<file path="src/rtl/gold_prn_pkg.sv">
package gold_prn_pkg;

    localparam int NSTG     = 10;
    localparam int CODE_LEN = 1023;
    localparam int EP_PER_BIT = 20;
    localparam int MAX_PRN  = 37;

    typedef logic [NSTG:1] stage_vec_t;

    // Feedback masks, bit i = stage i
    localparam stage_vec_t REG_A_FB = 10'b10_0000_0100;   // stages 10,3
    localparam stage_vec_t REG_B_FB = 10'b11_1010_0110;   // stages 10,9,8,6,3,2

    typedef struct packed {
        logic [3:0] a;
        logic [3:0] b;
    } tap_pair_t;

    function automatic tap_pair_t tap_pair(input int unsigned x, input int unsigned y);
        tap_pair_t t;
        t.a = 4'(x);
        t.b = 4'(y);
        return t;
    endfunction

    // Per-PRN stage pair on register B; zeros for an invalid number
    function automatic tap_pair_t prn_taps(input logic [5:0] prn);
        case (prn)
            6'd1:  return tap_pair(2, 6);
            6'd2:  return tap_pair(3, 7);
            6'd3:  return tap_pair(4, 8);
            6'd4:  return tap_pair(5, 9);
            6'd5:  return tap_pair(1, 9);
            6'd6:  return tap_pair(2, 10);
            6'd7:  return tap_pair(1, 8);
            6'd8:  return tap_pair(2, 9);
            6'd9:  return tap_pair(3, 10);
            6'd10: return tap_pair(2, 3);
            6'd11: return tap_pair(3, 4);
            6'd12: return tap_pair(5, 6);
            6'd13: return tap_pair(6, 7);
            6'd14: return tap_pair(7, 8);
            6'd15: return tap_pair(8, 9);
            6'd16: return tap_pair(9, 10);
            6'd17: return tap_pair(1, 4);
            6'd18: return tap_pair(2, 5);
            6'd19: return tap_pair(3, 6);
            6'd20: return tap_pair(4, 7);
            6'd21: return tap_pair(5, 8);
            6'd22: return tap_pair(6, 9);
            6'd23: return tap_pair(1, 3);
            6'd24: return tap_pair(4, 6);
            6'd25: return tap_pair(5, 7);
            6'd26: return tap_pair(6, 8);
            6'd27: return tap_pair(7, 9);
            6'd28: return tap_pair(8, 10);
            6'd29: return tap_pair(1, 6);
            6'd30: return tap_pair(2, 7);
            6'd31: return tap_pair(3, 8);
            6'd32: return tap_pair(4, 9);
            6'd33: return tap_pair(5, 10);
            6'd34: return tap_pair(4, 10);
            6'd35: return tap_pair(1, 7);
            6'd36: return tap_pair(2, 8);
            6'd37: return tap_pair(4, 10);
            default: return tap_pair(0, 0);
        endcase
    endfunction

endpackage

</file>
<file path="src/rtl/prn_lfsr.sv">
module prn_lfsr #(
    parameter int N = gold_prn_pkg::NSTG,
    parameter logic [N:1] FB_MASK = gold_prn_pkg::REG_A_FB
) (
    input  logic       clk,
    input  logic       rst,
    input  logic       adv,
    input  logic       reload,
    output logic [N:1] state
);

    logic fb;

    always_comb fb = ^(state & FB_MASK);

    always_ff @(posedge clk) begin
        if (rst || (adv && reload))
            state <= '1;
        else if (adv)
            state <= {state[N-1:1], fb};
    end

    // the all-zero state never occurs
    assert_never_zero_R2: assert property (@(posedge clk) disable iff (rst)
        state != '0);

    // state frozen without an enable
    assert_hold_R1: assert property (@(posedge clk) disable iff (rst)
        !adv |=> $stable(state));

endmodule

</file>
<file path="src/rtl/prn_tap_select.sv">
module prn_tap_select #(
    parameter int MAX_PRN = gold_prn_pkg::MAX_PRN,
    parameter int N = gold_prn_pkg::NSTG
) (
    input  logic [5:0]                  prn,
    output gold_prn_pkg::tap_pair_t     taps,
    output logic                        bad
);

    always_comb begin
        bad  = (prn == 6'd0) || (int'(prn) > MAX_PRN);
        taps = gold_prn_pkg::prn_taps(prn);
        if (!bad) begin
            // a valid PRN always names two distinct real stages
            assert_tap_range_R4: assert ((taps.a >= 4'd1) && (int'(taps.b) <= N)
                                         && (taps.a < taps.b));
        end
    end

endmodule

</file>
<file path="src/rtl/prn_epoch_ctr.sv">
module prn_epoch_ctr #(
    parameter int CODE_LEN   = gold_prn_pkg::CODE_LEN,
    parameter int EP_PER_BIT = gold_prn_pkg::EP_PER_BIT
) (
    input  logic clk,
    input  logic rst,
    input  logic adv,
    input  logic restart,
    output logic code_wrap,
    output logic bit_wrap
);

    localparam int CW = $clog2(CODE_LEN);
    localparam int EW = $clog2(EP_PER_BIT);
    localparam logic [CW-1:0] LAST_CHIP = CW'(CODE_LEN - 1);
    localparam logic [EW-1:0] LAST_EP   = EW'(EP_PER_BIT - 1);

    logic [CW-1:0] chip_idx;
    logic [EW-1:0] ep_idx;

    always_comb begin
        code_wrap = adv && !restart && (chip_idx == LAST_CHIP);
        bit_wrap  = code_wrap && (ep_idx == LAST_EP);
    end

    always_ff @(posedge clk) begin
        if (rst || (adv && restart)) begin
            chip_idx <= '0;
            ep_idx   <= '0;
        end else if (adv) begin
            if (code_wrap) begin
                chip_idx <= '0;
                ep_idx   <= bit_wrap ? '0 : ep_idx + 1'b1;
            end else begin
                chip_idx <= chip_idx + 1'b1;
            end
        end
    end

    // a bit epoch always coincides with a code epoch
    assert_bit_in_code_R7: assert property (@(posedge clk) disable iff (rst)
        bit_wrap |-> code_wrap);

    // the chip index never leaves the code period
    assert_idx_range_R6: assert property (@(posedge clk) disable iff (rst)
        chip_idx <= LAST_CHIP);

endmodule

</file>
<file path="src/rtl/gold_prn_gen.sv">
module gold_prn_gen #(
    parameter int CODE_LEN   = gold_prn_pkg::CODE_LEN,
    parameter int EP_PER_BIT = gold_prn_pkg::EP_PER_BIT,
    parameter int MAX_PRN    = gold_prn_pkg::MAX_PRN
) (
    input  logic       clk,
    input  logic       rst,
    input  logic       chip_en,
    input  logic       load,
    input  logic [5:0] prn_sel,
    output logic       chip_out,
    output logic       code_epoch,
    output logic       data_epoch,
    output logic       prn_err
);

    import gold_prn_pkg::*;

    stage_vec_t reg_a, reg_b;
    tap_pair_t  taps;
    logic       load_pend;
    logic       restart;
    logic       reg_reload;
    logic       raw_chip;

    always_comb begin
        restart    = load || load_pend;
        reg_reload = restart || code_epoch;
    end

    always_ff @(posedge clk) begin
        if (rst)
            load_pend <= 1'b0;
        else if (chip_en)
            load_pend <= 1'b0;
        else if (load)
            load_pend <= 1'b1;
    end

    prn_lfsr #(.N(NSTG), .FB_MASK(REG_A_FB)) u_reg_a (
        .clk(clk), .rst(rst), .adv(chip_en), .reload(reg_reload), .state(reg_a)
    );

    prn_lfsr #(.N(NSTG), .FB_MASK(REG_B_FB)) u_reg_b (
        .clk(clk), .rst(rst), .adv(chip_en), .reload(reg_reload), .state(reg_b)
    );

    prn_tap_select #(.MAX_PRN(MAX_PRN), .N(NSTG)) u_taps (
        .prn(prn_sel), .taps(taps), .bad(prn_err)
    );

    prn_epoch_ctr #(.CODE_LEN(CODE_LEN), .EP_PER_BIT(EP_PER_BIT)) u_epoch (
        .clk(clk), .rst(rst), .adv(chip_en), .restart(restart),
        .code_wrap(code_epoch), .bit_wrap(data_epoch)
    );

    always_comb begin
        raw_chip = reg_a[NSTG] ^ reg_b[taps.a] ^ reg_b[taps.b];
        chip_out = prn_err ? 1'b0 : raw_chip;
    end

    // after a code epoch both registers are back at all ones
    assert_epoch_realign_R6: assert property (@(posedge clk) disable iff (rst)
        code_epoch |=> (reg_a == '1) && (reg_b == '1));

    // an enabled restart puts both registers at all ones
    assert_load_restart_R8: assert property (@(posedge clk) disable iff (rst)
        (chip_en && restart) |=> (reg_a == '1) && (reg_b == '1));

    // an invalid PRN keeps the chip at zero
    assert_bad_prn_quiet_R9: assert property (@(posedge clk) disable iff (rst)
        prn_err |-> !chip_out);

endmodule

</file>
<file path="config.mk">
export PLATFORM = sky130hd
export DESIGN_NAME = gold_prn_gen
export DESIGN_NICKNAME = d
export VERILOG_FILES = /design/src/rtl/gold_prn_pkg.sv /design/src/rtl/prn_lfsr.sv /design/src/rtl/prn_tap_select.sv /design/src/rtl/prn_epoch_ctr.sv /design/src/rtl/gold_prn_gen.sv
export SDC_FILE = /design/constraint.sdc
export NUM_CORES = 1
export LEC_CHECK = 0
export ABC_AREA = 1
export BUFFER_PORTS_ARGS = -buffer_cell sky130_fd_sc_hd__buf_4
export CORE_MARGIN = 10
export CORE_UTILIZATION = 40
export CTS_CLUSTER_SIZE = 28
export DETAILED_ROUTE_END_ITERATION = 6
export PLACE_DENSITY = 0.68
export SYNTH_ARGS = -nofsm -noshare
export SYNTH_HDL_FRONTEND = slang
export SYNTH_HIERARCHICAL = 1
export SYNTH_SLANG_ARGS = --single-unit
</file>
<file path="constraint.sdc">
create_clock -name clk -period 2.55 [get_ports clk]
set_clock_uncertainty 0.05 [all_clocks]
set_input_delay 0.51 -clock clk [delete_from_list [all_inputs] [get_ports clk]]
set_output_delay 0.51 -clock clk [all_outputs]
set_load 0.005 [all_outputs]
</file>
==> flow_summary.toml <==
[route]
wirelength_um = 6030
wl_per_cell_um = 11.08
drtAntennaViolNets = 0
viasPerCell = 4.996
num_vias = 2718
first_pass_iters = 4
drcViolationCount = 0
drt_iter0_markers = 111

[final_layout]
num_antenna_cells = 0
drive_gt1_share_pct = 24.84
utilization_pct = 51.17
syn2layout_area_growth_pct = 23.90
nets = 487
fill_cells = 609

[place]
dp_hpwl_um = 4595
pre_cts_ws_ps = -386.6
finalWeightedCongestion = 0.9432
port_buffers = 13

[yosys]
synth_top_area_cell = "dfxtp_1"
synth_cell_type_count = 38
synth_warnings = 6
synth_edf_count = 0
async_flop_share_pct = 0
netlist_area_um2 = 2623
synthFlopType = "dfxtp_1"
synth_fp_nets = 436
syn-instance-count = 415
synth_seq_area_share_pct = 27.48
yosys.area.top_type_share_pct = 27.48
synth_seq_cells = 36
synthTopCellsByArea = "dfxtp_1 (27%), nand2_1 (21%), nand3_1 (8.6%), nor2_1 (6.4%), ha_1 (5.2%)"
synth.avg_cell_area_um2 = 6.319

[critical_path]
r2r_cells = 10
crit_path_top_delay_cell = "ha_4"
cp-end-kind = "output port"
path_max_fanout = 5
path_class = "in -> out"
arrival_ps = 2270
crit_path_cell_trace = "buf_8 > clkinvlp_4 > ha_4 > nor3b_2 > a21oi_2 > nand2_2 > inv_2 > or2_0 > nand2_1 > nand2_1 > nand2_1 > nand3_1 > nand2_2 > nand3_2 > nand2_1 > nor2_1 > buf_4"
cp_common_cell = "nand2_1"
worstPathRequired_ps = 1990
worst_setup_path_start_kind = "input port"
cpPeakStageDelay_ps = 290

[worst_hold_path]
holdPathStages = 2
hold_class = "in -> reg"

[power_and_ir_drop]
power.total_uw = 1366
p_leak_uw = 0.001669
powerDensity_nw_per_um2 = 420.4
peakVddDrop_mv = 0.3331

[timing]
setup_slack_ps = -275.1
hold_viol_final = 0
setup_tns_ps = -275.1
fmax_mhz = 354.0
slew_viol_final = 0
finalCritPeriodShare_pct = 110.8
whs_ps = 398.8
fin_crit_ps = 2825
rsz0062_at_grt = "yes"
relSlewSlack_pct = 76.18
worst-slew-pin-transition_ps = 357.3
finalSetupViolations = 1

[grt]
grt_pass1_wl_um = 10450
grt_max_degree = 33
antenna_found_initial = 0
groute.usage.overall_pct = 11.86
grt_pass1_vias = 2390
overflow = 0

[cts]
tritoncts = "done"
clk_latency_ps = 280
cts_root_buf = "clkbuf_8"
clock-sinks = 36
htreeDepth = 2
path_clk_slew_ps = 70
cts_buffer_depth = 2
cts_buffers = 5

[run]
cap_violations = 0

[floorplan]
die_height_um = 101.0
start_util_pct = 41.30
dieWidth_um = 101.0
io_pins = 14
placementRows = 29
fp.dieArea_um2 = 10190
core_area_um2 = 6350

[run_status]
status = "complete, but fails checks"
violations = "negative setup slack"
==> cell type report <==
cell class / instances / area [um^2] / share of cell area (%)
tap: 77 / 96.34 / 2.965
clock inverter: 3 / 18.77 / 0.5776
clock buffer: 5 / 68.82 / 2.118
multi-input combinational: 326 / 1758 / 54.10
timing repair buffer: 50 / 399.1 / 12.28
sequential: 36 / 720.7 / 22.18
inverter: 47 / 187.7 / 5.776
==> cells in the mapped netlist, types with 2 or more instances <==
library cell and number:
ha_1 11, o21ai_0 15, nand2_4 3, o21ai_1 3, a21oi_4 2, nand2_1 148, a21oi_1 10, buf_6 2
o211ai_1 6, buf_4 2, nand2_2 4, o211ai_2 3, or2_0 2, inv_1 36, nor2_4 2, inv_2 10
nand3_1 45, nor2_1 45, nand4_1 5, nor3_1 4, nor2_8 2, dfxtp_1 36, xor2_1 2, nand3_2 2
xnor2_1 2
==> cells by family after synthesis <==
kind of cell | after synthesis | share of synthesized area, %
AO/OA/AOI/OAI | 44 | 11.16
XOR/XNOR | 4 | 1.336
adder cells (fa/ha/maj) | 11 | 5.248
buffers and inverters | 53 | 9.017
flip-flops | 36 | 27.48
AND/OR/NAND/NOR | 267 | 45.75
==> routing by layer <==
layer  share of wire [%]  global-route usage [%]  up-vias
met5                   0                       0        -
met1                  51                   16.51     1235
met3                 4.4                   2.881        4
li1                    -                       -     1429
met2                  45                   18.23       50
met4                0.45                   1.929        0
==> cells in the final DEF (no fill, tap or decap), types with 3 or more instances in the layout <==
master	count
a21oi_1	7
a21oi_2	3
buf_4	47
clkbuf_8	5
dfxtp_1	36
ha_1	8
inv_1	30
inv_2	13
inv_4	3
nand2_1	140
nand2_2	10
nand2_4	5
nand3_1	42
nand3_2	5
nand4_1	5
nor2_1	45
nor3_1	4
o211ai_1	6
o211ai_2	3
o21ai_0	11
o21ai_1	6
==> worst paths after layout <==
| path | start | slack, ps | to |
|---|---|---|---|
| worst max-delay path | prn_sel[0] | -280 | chip_out |
| worst min-delay path | rst | 400 | load_pend$_SDFFE_PP0P_ |
| worst max register to register | u_epoch/chip_idx[0]$_SDFFE_PP0P_ | 490 | u_reg_b/state[1]$_SDFFE_PP1P_ |
| worst min register to register | u_reg_a/state[2]$_SDFFE_PP1P_ | 430 | u_reg_a/state[3]$_SDFFE_PP1P_ |
==> flip-flops by register name (all words and copies together) (netlist names) <==
register,flops
load_pend,1
u_epoch/chip_idx,10
u_epoch/ep_idx,5
u_reg_a/state,10
u_reg_b/state,10
==> stage by stage <==
step,instance area (um^2),cells
final,3249,544
after global routing,3249,544
after CTS,3194,542
after detailed placement,3038,532
after global placement,3038,532
after floorplan,2641,415
==> report_power, final <==
group / switching (uW) / internal (uW)
combinational: 211 / 158
clock: 205 / 190
sequential: 19.2 / 582
==> repair_timing <==
action                     4_1_cts  5_1_grt
resized for setup               22       12
hold buffers                     0        0
setup endpoints to repair        1        1
pin swaps                       16       17
gates cloned                     0        0
buffers inserted                 2        2
==> critical path: cells and delay by family <==
kind                     cells  cell delay [ps]
adder cells (fa/ha/maj)      1              290
AND/OR/NAND/NOR             11             1000
AO/OA/AOI/OAI                1               50
buffers and inverters        4              410
Note: power is estimated with default switching activity, not from simulation.
